### src/rtl/rsv_pkg.sv
// Package: shared helpers for the reset supervisor.
// Assumes: used only at elaboration time.
package rsv_pkg;

    // Counter width able to hold values 0 .. n-1 (at least one bit).
    function automatic int unsigned cnt_width(input int unsigned n);
        return (n <= 1) ? 1 : $clog2(n);
    endfunction

endpackage

### src/rtl/rsv_level_filter.sv
// Persistence filter: the output follows the raw input only after the raw
// input has differed from it on HOLD consecutive clock edges.
// Assumes: raw_i is synchronous to clk; HOLD >= 1.
module rsv_level_filter #(
    parameter int unsigned HOLD = 4,
    parameter bit          INIT = 1'b0
) (
    input  logic clk,
    input  logic rst_n,
    input  logic raw_i,
    output logic lvl_o
);
    import rsv_pkg::*;

    localparam int unsigned CW = cnt_width(HOLD);
    localparam logic [CW-1:0] LAST = CW'(HOLD - 1);

    logic [CW-1:0] run_q;
    logic          lvl_q;

    // Count how long the raw level has disagreed; accept it at HOLD.
    always_ff @(posedge clk) begin
        if (!rst_n) begin
            run_q <= '0;
            lvl_q <= INIT;
        end else if (raw_i == lvl_q) begin
            run_q <= '0;
        end else if (run_q == LAST) begin
            run_q <= '0;
            lvl_q <= raw_i;
        end else begin
            run_q <= run_q + 1'b1;
        end
    end

    assign lvl_o = lvl_q;
endmodule

### src/rtl/rsv_fall_detect.sv
// Falling-edge detector on a filtered pin level, blanked by a mask.
// Assumes: lvl_i is already filtered; the idle pin level is high.
module rsv_fall_detect (
    input  logic clk,
    input  logic rst_n,
    input  logic lvl_i,
    input  logic mask_i,
    output logic fall_o
);
    logic prev_q;

    // Remember the previous filtered level.
    always_ff @(posedge clk) begin
        if (!rst_n) prev_q <= 1'b1;
        else        prev_q <= lvl_i;
    end

    // A high-to-low step counts only while the block is not driving the pin.
    always_comb fall_o = prev_q & ~lvl_i & ~mask_i;
endmodule

### src/rtl/rsv_hold_timer.sv
// Reset state and release-delay counter.
// Assumes: sup_ok_i and trig_i are synchronous; TIMEOUT >= 2.
module rsv_hold_timer #(
    parameter int unsigned TIMEOUT = 20
) (
    input  logic                                  clk,
    input  logic                                  rst_n,
    input  logic                                  sup_ok_i,
    input  logic                                  trig_i,
    output logic                                  busy_o,
    output logic [rsv_pkg::cnt_width(TIMEOUT)-1:0] tmr_o
);
    import rsv_pkg::*;

    localparam int unsigned   TW   = cnt_width(TIMEOUT);
    localparam logic [TW-1:0] LAST = TW'(TIMEOUT - 1);

    logic          busy_q;
    logic [TW-1:0] tmr_q;

    // Hold while supply is bad, restart on a trigger, otherwise count to release.
    always_ff @(posedge clk) begin
        if (!rst_n) begin
            busy_q <= 1'b1;
            tmr_q  <= '0;
        end else if (!sup_ok_i || trig_i) begin
            busy_q <= 1'b1;
            tmr_q  <= '0;
        end else if (busy_q) begin
            if (tmr_q == LAST) begin
                busy_q <= 1'b0;
                tmr_q  <= '0;
            end else begin
                tmr_q <= tmr_q + 1'b1;
            end
        end
    end

    assign busy_o = busy_q;
    assign tmr_o  = tmr_q;
endmodule

### src/rtl/rsv_supervisor.sv
// Top level of the reset supervisor: filters the supply flag and the
// shared pin, detects external presses and times the reset pulse.
// Assumes: inputs are synchronous to clk; TIMEOUT > PIN_HOLD + 1 so the
// pin filter settles while the block still drives the pin.
module rsv_supervisor #(
    parameter int unsigned SUP_HOLD = 16,
    parameter int unsigned PIN_HOLD = 10,
    parameter int unsigned TIMEOUT  = 20_000_000
) (
    input  logic clk,
    input  logic rst_n,
    input  logic supply_ok_i,
    input  logic pin_i,
    output logic pin_drive_o,
    output logic rst_n_o,
    output logic rst_o
);
    import rsv_pkg::*;

    localparam int unsigned TW = cnt_width(TIMEOUT);

    logic          sup_ok;
    logic          pin_lvl;
    logic          man_fall;
    logic          busy;
    logic [TW-1:0] tmr_q;

    rsv_level_filter #(.HOLD(SUP_HOLD), .INIT(1'b0)) u_sup_filt (
        .clk   (clk),
        .rst_n (rst_n),
        .raw_i (supply_ok_i),
        .lvl_o (sup_ok)
    );

    rsv_level_filter #(.HOLD(PIN_HOLD), .INIT(1'b1)) u_pin_filt (
        .clk   (clk),
        .rst_n (rst_n),
        .raw_i (pin_i),
        .lvl_o (pin_lvl)
    );

    rsv_fall_detect u_fall (
        .clk    (clk),
        .rst_n  (rst_n),
        .lvl_i  (pin_lvl),
        .mask_i (busy),
        .fall_o (man_fall)
    );

    rsv_hold_timer #(.TIMEOUT(TIMEOUT)) u_timer (
        .clk      (clk),
        .rst_n    (rst_n),
        .sup_ok_i (sup_ok),
        .trig_i   (man_fall),
        .busy_o   (busy),
        .tmr_o    (tmr_q)
    );

    // All outputs come from the single registered reset state.
    always_comb begin
        pin_drive_o = busy;
        rst_o       = busy;
        rst_n_o     = ~busy;
    end
endmodule

### config.mk
export PLATFORM = sky130hd
export DESIGN_NAME = rsv_supervisor
export DESIGN_NICKNAME = d
export VERILOG_FILES = /design/src/rtl/rsv_pkg.sv /design/src/rtl/rsv_level_filter.sv /design/src/rtl/rsv_fall_detect.sv /design/src/rtl/rsv_hold_timer.sv /design/src/rtl/rsv_supervisor.sv
export SDC_FILE = /design/constraint.sdc
export NUM_CORES = 1
export LEC_CHECK = 0
export ABC_AREA = 1
export BUFFER_PORTS_ARGS = -buffer_cell sky130_fd_sc_hd__buf_4
export CAP_MARGIN = 20
export CORE_MARGIN = 8
export CORE_UTILIZATION = 35
export CTS_CLUSTER_SIZE = 28
export DETAILED_ROUTE_END_ITERATION = 8
export RECOVER_POWER = 100
export SLEW_MARGIN = 20
export SYNTH_ARGS = -nofsm -noshare
export SYNTH_HDL_FRONTEND = slang
export SYNTH_HIERARCHICAL = 1
export SYNTH_SLANG_ARGS = --single-unit
### constraint.sdc
create_clock -name clk -period 2.97 [get_ports clk]
set_input_delay 0.297 -clock clk [delete_from_list [all_inputs] [get_ports clk]]
set_output_delay 0.297 -clock clk [all_outputs]
set_load 0.01 [all_outputs]
# Yosys cells after proc, flatten, opt, wreduce, memory -nomap -nowiden
# Cells that the tools add are included.
[word_totals]
ff_bits = 37
input_bits = 4
out_inout_bits = 3
[classes]
n_addsub = 3
eq_ne = 5
mux = 3
bitwise_logic = 7
reduce_logical = 7
[ops]
columns = ["operator", "count"]
rows = [
  ["25-bit by 1-bit adder with 25-bit output (second input constant)", 1],
  ["25-bit equality test (second input constant)", 1],
  ["25-bit 2-to-1 mux", 1],
  ["4-bit by 1-bit adder with 4-bit output (second input constant)", 2],
  ["4-bit equality test (second input constant)", 2],
  ["3-bit OR reduction", 2],
  ["1-bit NOT", 5],
  ["2-bit AND reduction", 2],
  ["1-bit bitwise AND", 2],
  ["1-bit equality test", 2],
  ["1-bit 2-to-1 mux", 2],
  ["2-bit OR reduction", 1],
  ["1-bit zero test", 1],
  ["1-bit logical OR", 1],
]

# Depth between registers and ports, before layout
# Gate-level depths: netlist of the first run.
[logic_depth]
depth_word = 5
depth_mapped = 10
ltp_nobuf = 10

# By module
# Netlist of the first run, hierarchy kept.
[by_module_without_submodules]
columns = ["mod", "n_inst", "cells_per_inst", "area_each_um2", "seq_area_each_um2"]
rows = [
  ["rsv_hold_timer", 1, 211, 1420.1, 520.5],
  ["rsv_level_filter (u_pin_filt)", 1, 28, 231.5, 100.1],
  ["rsv_level_filter (u_sup_filt)", 1, 28, 216.5, 100.1],
  ["rsv_fall_detect", 1, 5, 40.0, 20.0],
  ["rsv_supervisor", 1, 2, 11.3, 0.0],
]

# Worst setup path after synthesis of the first run
# Ideal clock, no wire load.
[synth_timing]
path_kind = "flip-flop to flip-flop"
startpoint = "register u_timer.busy_q, in the netlist u_timer/busy_o"
endpoint = "register u_timer.tmr_q[13], in the netlist u_timer/tmr_o[13]"
setup_time_ps = 66
arrival_time_ps = 1349
setup_slack_ps = 1554
path_stages_with_launch = 9
path_buffers = 1
period_less_slack_ps = 1416
path_cell_list = "dfxtp_1 -> buf_4 -> nand2_2 -> nor2_4 -> nand2_4 -> nor2_4 -> nand3_2 -> or2_0 -> a21oi_2"
[synth_via]
elab_chain_cells = 4
[synth_rtl]
columns = ["element", "line_no", "text"]
rows = [
  ["start, declared", "rsv_hold_timer.sv:18", "logic busy_q;"],
  ["start signal, assigned", "rsv_hold_timer.sv:24", "busy_q <= 1'b1;"],
  ["start signal, assigned", "rsv_hold_timer.sv:27", "busy_q <= 1'b1;"],
  ["start signal, assigned", "rsv_hold_timer.sv:31", "busy_q <= 1'b0;"],
  ["1-bit NOT", "rsv_fall_detect.sv:19", "always_comb fall_o = prev_q & ~lvl_i & ~mask_i;"],
  ["1-bit bitwise AND", "rsv_fall_detect.sv:19", ""],
  ["1-bit logical OR", "rsv_hold_timer.sv:26", "end else if (!sup_ok_i || trig_i) begin"],
  ["2-bit OR reduction (no source line)", "-", ""],
  ["end signal, assigned", "rsv_hold_timer.sv:34", "tmr_q <= tmr_q + 1'b1;"],
  ["end, declared", "rsv_hold_timer.sv:19", "logic [TW-1:0] tmr_q;"],
]
# Parallel ways exist; a longest one is shown, timed or not.
# A chain may end at the register's enable or synchronous reset.

# Worst setup path in the final report of the first run
# Ends and elaborated chain as after synthesis.

==> impl_results.md, run 1 <==
* Slew Limit Fails at 0
* CP max FO at 22
* WP data arrival at 2.31 ns
* Post-CTS Setup Inserts at 0
* DP Worst Slack at between 1 and 1.5 ns
* Total GRT Usage at 0.103
* Setup CP Type: register to register
* Critical Path, Cell by Cell: nand2_2 > nor2_1 > nand2_4 > nor2_1 > nand3_2 > or2_0 > a21oi_2
* Top delay family on crit path: simple AND/OR/NAND/NOR gates
* HP Start: rst_n
* Commonest cells after routing, fill and taps aside: nor2_1, nand2_1, dfxtp_1
* Initial Utilization at 0.355
* Vias in the first global route at 1,663
* Status: completed
* Wirelength, routed at 3.92 mm
* Unrepaired setup endpoints after global routing: false
* Simple-gate portion of the synthesized area at 0.409
* Synth Cell Area at 1920 um^2
* CP most frequent cell: nor2_1
* FF+latch count, synth at 37
* DRC Markers at 0
* Area of the multi-input gates at 993 um^2
* Synth cell types at 24
* Largest family of logic cells by synthesized area: simple AND/OR/NAND/NOR gates
* Fin area at about 2100 um^2
* Pwr dens at 446 nW/um^2
* Leak pwr at 0.745 nW
* CORE AREA at 5410 um^2
* Inserted Clock Buffers at 5
* Final clock period utilization by the worst path at 0.704
* Mean Syn Cell Area at approximately 7 um^2
* First-pass GRT wire length at 7.00 mm
* Root buffer cell: clkbuf_8
* Row count at 27
* Worst path max stage delay at between 0.7 and 0.8 ns
* Largest net degree at the start of global routing at 23
* Area Growth Syn to Fin at 8.47%
* Average wire per standard cell at between 10 and 15 um
* FF+latch area at 741 um^2
* Post-Synth XOR/XNOR Area at 0.0684
* Detailed Place HPWL at 2.93 mm
* Worst skew pair latency at around 0.29 ns
* DP Area at 2020 um^2
* Drt initial violations at 100
* Initial antenna violation count at 0
* Hold slack at 0.217 ns
* Slowest-stage cell, CP: dfxtp_1
* Synth Area in Compound Gates at 0.0319
* Die Y at around 90 um
* DR pass1 iterations at 4
* Endpoints failing setup at 0
* Synth area leader: dfxtp_1
* Die width at 90.1 um
* Sequential-to-total area share from yosys stat at 0.386
* Critical Path Start: u_timer/busy_o
* CP endpoint kind: register
* Net count after synthesis at approximately 280
* Setup TNS Final at 0 ns
* Maximum vdd drop at 0.000235 V
* Synth Warn # at 6
* Multiplexer area fraction after synthesis at 0
* I/O pin total at 7
* Remaining Overflow, GRT at 0
* Final setup margin at 0.880 ns
* Tightest Hold Check Type: input pin to register
* Hold_buf cts at 0
* Vias at about 1,600
* Required time of the critical path at 3.19 ns
* Adder-Cell Fraction of Synth Area at 0.0261
* FMAX at about 0.48 GHz
* H-tree levels at 2
* Syn Inst Count at 274
* Clk sink count at 37
* I/O Buffers at 6
* Synth top area share at 0.386
* Nets at 290
* Commonest non-fill, non-tap cell in the layout: nor2_1
* Post-CTS Resized at 0
* Skew final at 0.00552 ns
* Final min period at 2.09 ns
* Antenna diodes at 0
* Max capacitance violation total at 0
* CTS Buffer Depth at 2
* Setup crit start kind: register
* CTS tree: done
* WP buf/inv at 0
* Clock Pin Slew Worst Setup and Hold Paths at ~0.070 ns
* Worst-margin pin slew at about 0.7 ns
* Worst slew margin at 0.521
* Share of cells above drive strength 1 at 0.0709
* Die area at 8110 um^2
* Top post-synthesis cells by area: dfxtp_1, nor2_1, nand2_1
* Antenna viol nets, final at 0
* Final Hold Viols at 0
* Final GP Congestion at 0.888
* Fill cell count at between 600 and 700
* Via/cell ratio at 4.61
* Reg2reg start: u_timer/busy_o
## final cells by class
cell class | count | share of cell area
Multi-Input combinational cell | 200 | 0.477
Sequential cell | 37 | 0.356
Inverter | 32 | 0.0577
Tap cell | 72 | 0.0433
Clock buffer | 5 | 0.0331
Clock inverter | 2 | 0.0168
Timing Repair Buffer | 6 | 0.0162
## power breakdown
part | switching (mW) | total [mW] | internal (mW) | leakage (nW)
logic | 0.00682 | 0.0129 | 0.00607 | 0.392
clock network | 0.170 | 0.414 | 0.244 | 0.0540
registers | 0.00268 | 0.501 | 0.499 | 0.299
total | 0.179 | 0.928 | 0.748 | 0.745
## final timing paths
kind	slack, ns	to	cells past startpoint
hold reg to reg	0.47	u_sup_filt/run_q[0]	1
setup / recovery	0.88	u_timer/tmr_o[13]	7
hold / removal	0.22	u_fall/prev_q	2
setup reg to reg	0.88	u_timer/tmr_o[13]	7
## synth_stat cells, drive strengths merged
cell and instances:
a21oi 4, buf 3, clkbuf 2, dfxtp 37
ha 4, inv 32, nand2 60, nand3 23
nand4 13, nor2 66, nor3 7, nor3b 1
o21ai 3, o21bai 3, or2 1, xnor2 5
xor2 10
## layer usage
layer	up-vias	part of all wire	track usage
li1	883	-	-
met1	720	0.49	0.116
met4	0	0.018	0.0527
met3	8	0.034	0.0283
met5	-	0	0
met2	21	0.45	0.175
## sequential cells by signal (all words and copies together), names as in the netlist
register	count
u_fall/prev_q	1
u_sup_filt/run_q	4
u_pin_filt/lvl_o	1
u_timer/busy_o	1
u_pin_filt/run_q	4
u_sup_filt/lvl_o	1
u_timer/tmr_o	25
## through the flow
step / instances / util / power (mW)
2_1_floorplan: 274 / - / 0.520
3_3_place_gp: 347 / 0.375 / 0.526
3_5_place_dp: 347 / 0.375 / 0.527
4_1_cts: 354 / 0.394 / 0.942
5_1_grt: 354 / 0.385 / 0.967
6_report: 354 / 0.385 / 0.928
## cells by family after synthesis
| group | count (synthesis) |
|---|---|
| flops | 37 |
| fa+ha+maj | 4 |
| compound gates | 10 |
| buf+inv | 37 |
| xor+xnor | 15 |
| simple gates | 171 |
No activity file was read; power rests on OpenSTA's default activity.
==> run 2: changes to the inputs <==
Clock period 2.97 ns to 2.2 ns, I/O delays scaled along.
==> impl_results.md, run 2 (synthesis results as in run 1) <==
* Critical Path Start: u_timer/tmr_o[0]
* First-pass GRT wire length at 6.73 mm (-3.7%)
* Root buffer cell: clkbuf_8
* Final Hold Viols at 0 (unchanged)
* Vias in the first global route at 1,590 (-4.4%)
* Worst slew margin at 0.699 (+0.178)
* Reg-to-reg endpoint: u_timer/tmr_o[23]
* CORE AREA at 5410 um^2 (unchanged)
* Final min period at 1.65 ns (-0.444 ns)
* FF+latch area at 741 um^2 (unchanged)
* Commonest non-fill, non-tap cell in the layout: nor2_1
* Initial antenna violation count at 0 (unchanged)
* Post-CTS Setup Inserts at 0 (unchanged)
* Initial Utilization at 0.355 (unchanged)
* Inserted Clock Buffers at 5 (unchanged)
* Worst r2r path cells at 8 (+1)
* Required time of the critical path at 2.40 ns (-0.79 ns)
* Clock Pin Slew Worst Setup and Hold Paths at 0.08 ns (about the same)
* Area of the multi-input gates at 1010 um^2 (+1.5%)
* Area Growth Syn to Fin at 10.3%
* Average wire per standard cell at 10.8 um (-2.9%)
* I/O Buffers at 6 (unchanged)
* HP Start: rst_n
* Post-layout util at 0.392 (+0.00648)
* Vias at 1,631 (-0.061%)
* Endpoints failing setup at 0 (unchanged)
* Hold_buf cts at 0 (unchanged)
* Status: completed
* Setup CP Type: register to register
* Fill cell count at 582 (-4.1%)
* Final clock period utilization by the worst path at 0.748 (+0.0444)
* Setup TNS Final at 0 ns (unchanged)
* Slew Limit Fails at 0 (unchanged)
* Largest net degree at the start of global routing at 14 (-39%)
* CTS Buffer Depth at 2 (unchanged)
* CP endpoint kind: register
* Final GP Congestion at 0.824 (-7.2%)
* Drt initial violations at 155 (+55%)
* CTS tree: done
* Row count at 27 (unchanged)
* Max FFs per register at 25 (unchanged)
* WP data arrival at 1.84 ns (-0.47 ns)
* Unrepaired setup endpoints after global routing: false
* Antenna diodes at 0 (unchanged)
* Max capacitance violation total at 0 (unchanged)
* DR pass1 iterations at 4 (unchanged)
* Placed Cells at 348 (+0.29%)
* Post-CTS Resized at 0 (unchanged)
* Reg2reg start: u_timer/tmr_o[0]
* Pwr dens at 616 nW/um^2 (+38%)
* Leak pwr at 0.754 nW (+1.2%)
* Nets at 291 (+0.34%)
* FMAX at 0.608 GHz (+27%)
* Tightest Hold Check Type: input pin to register
* Non-Filler Instances at 356 (+0.56%)
* Share of cells above drive strength 1 at 0.0810 (+0.0101)
* Worst-margin pin slew at 0.451 ns (-0.266 ns)
* DP Area at 2030 um^2 (+0.37%)
* I/O pin total at 7 (unchanged)
* Maximum vdd drop at 0.000326 V (+39%)
* DRC Markers at 0 (unchanged)
* H-tree levels at 2 (unchanged)
* Fin area at 2120 um^2 (+1.7%)
* Commonest cells after routing, fill and taps aside: nor2_1, nand2_1, dfxtp_1
* Skew final at 0.00664 ns (+0.00112 ns)
* Die width at 90.1 um (unchanged)
* Worst Setup EP: u_timer/tmr_o[23]
* Remaining Overflow, GRT at 0 (unchanged)
* Reg2reg setup slack at 0.55 ns (-0.33 ns)
* Clk sink count at 37 (unchanged)
* Die area at 8110 um^2 (unchanged)
* Wirelength, routed at 3.83 mm (-2.3%)
* Worst skew pair latency at 0.29 ns (about the same)
* Die Y at 90.1 um (unchanged)
* Total GRT Usage at 0.0995 (-0.00371)
* CP max FO at 13 (-41%)
* Via/cell ratio at 4.58 (-0.62%)
* Detailed Place HPWL at 2.89 mm (-1.4%)
* Antenna viol nets, final at 0 (unchanged)
* Setup crit start kind: register
## run 2: cell types whose count changed in the layout (fill, tap and decap cells not counted), sizes merged
cell | before | now
clkbuf | 8 | 10
buf | 3 | 4
clkinv | 1 | 0
## run 2: per-layer routing
metal / routed length, um / vias to the layer above / track usage
li1: - / 883 / -
met1: 1920 / 706 / 0.117
met2: 1690 / 33 / 0.163
met3: 145 / 9 / 0.0233
met4: 68 / 0 / 0.0541
met5: 0 / - / 0
## run 2: final cells by class
class	instances	area share
clock buffer	7	0.0408
clock inverter	1	0.0142
inverter	32	0.0567
multi-input combinational	200	0.476
sequential	37	0.350
tap	72	0.0426
timing repair buffer	7	0.0195
## run 2: worst min path at each step
stage / end / cells past startpoint
after floorplan: u_fall/prev_q / 1
after global placement: u_fall/prev_q / 2
after detailed placement: u_fall/prev_q / 2
after CTS: u_fall/prev_q / 2
after global routing: u_fall/prev_q / 2
final: u_fall/prev_q / 2
## run 2: worst max-delay path, cell delays in order (launching register included)
cell,delay [ns]
dfxtp_1,0.37
ha_1,0.22
nand3_1,0.09
nor3_1,0.22
nand3_1,0.10
nand2_1,0.36
inv_1,0.08
nand2_1,0.08
nor2_1,0.04
## run 2: where the power goes
group | internal [mW] | total, mW | switching [mW]
registers | 0.673 | 0.677 | 0.00376
logic | 0.00819 | 0.0176 | 0.00944
clock network | 0.370 | 0.609 | 0.239
total | 1.05 | 1.30 | 0.252
## run 2: per-stage QoR
step / worst slack (ns) / power [mW] / hold slack [ns]
after floorplan: 0.784 / 0.702 / 0.289
after global placement: 0.581 / 0.711 / 0.439
after detailed placement: 0.544 / 0.711 / 0.442
after CTS: 0.533 / 1.33 / 0.122
after global routing: 0.308 / 1.35 / 0.128
final: 0.554 / 1.30 / 0.136
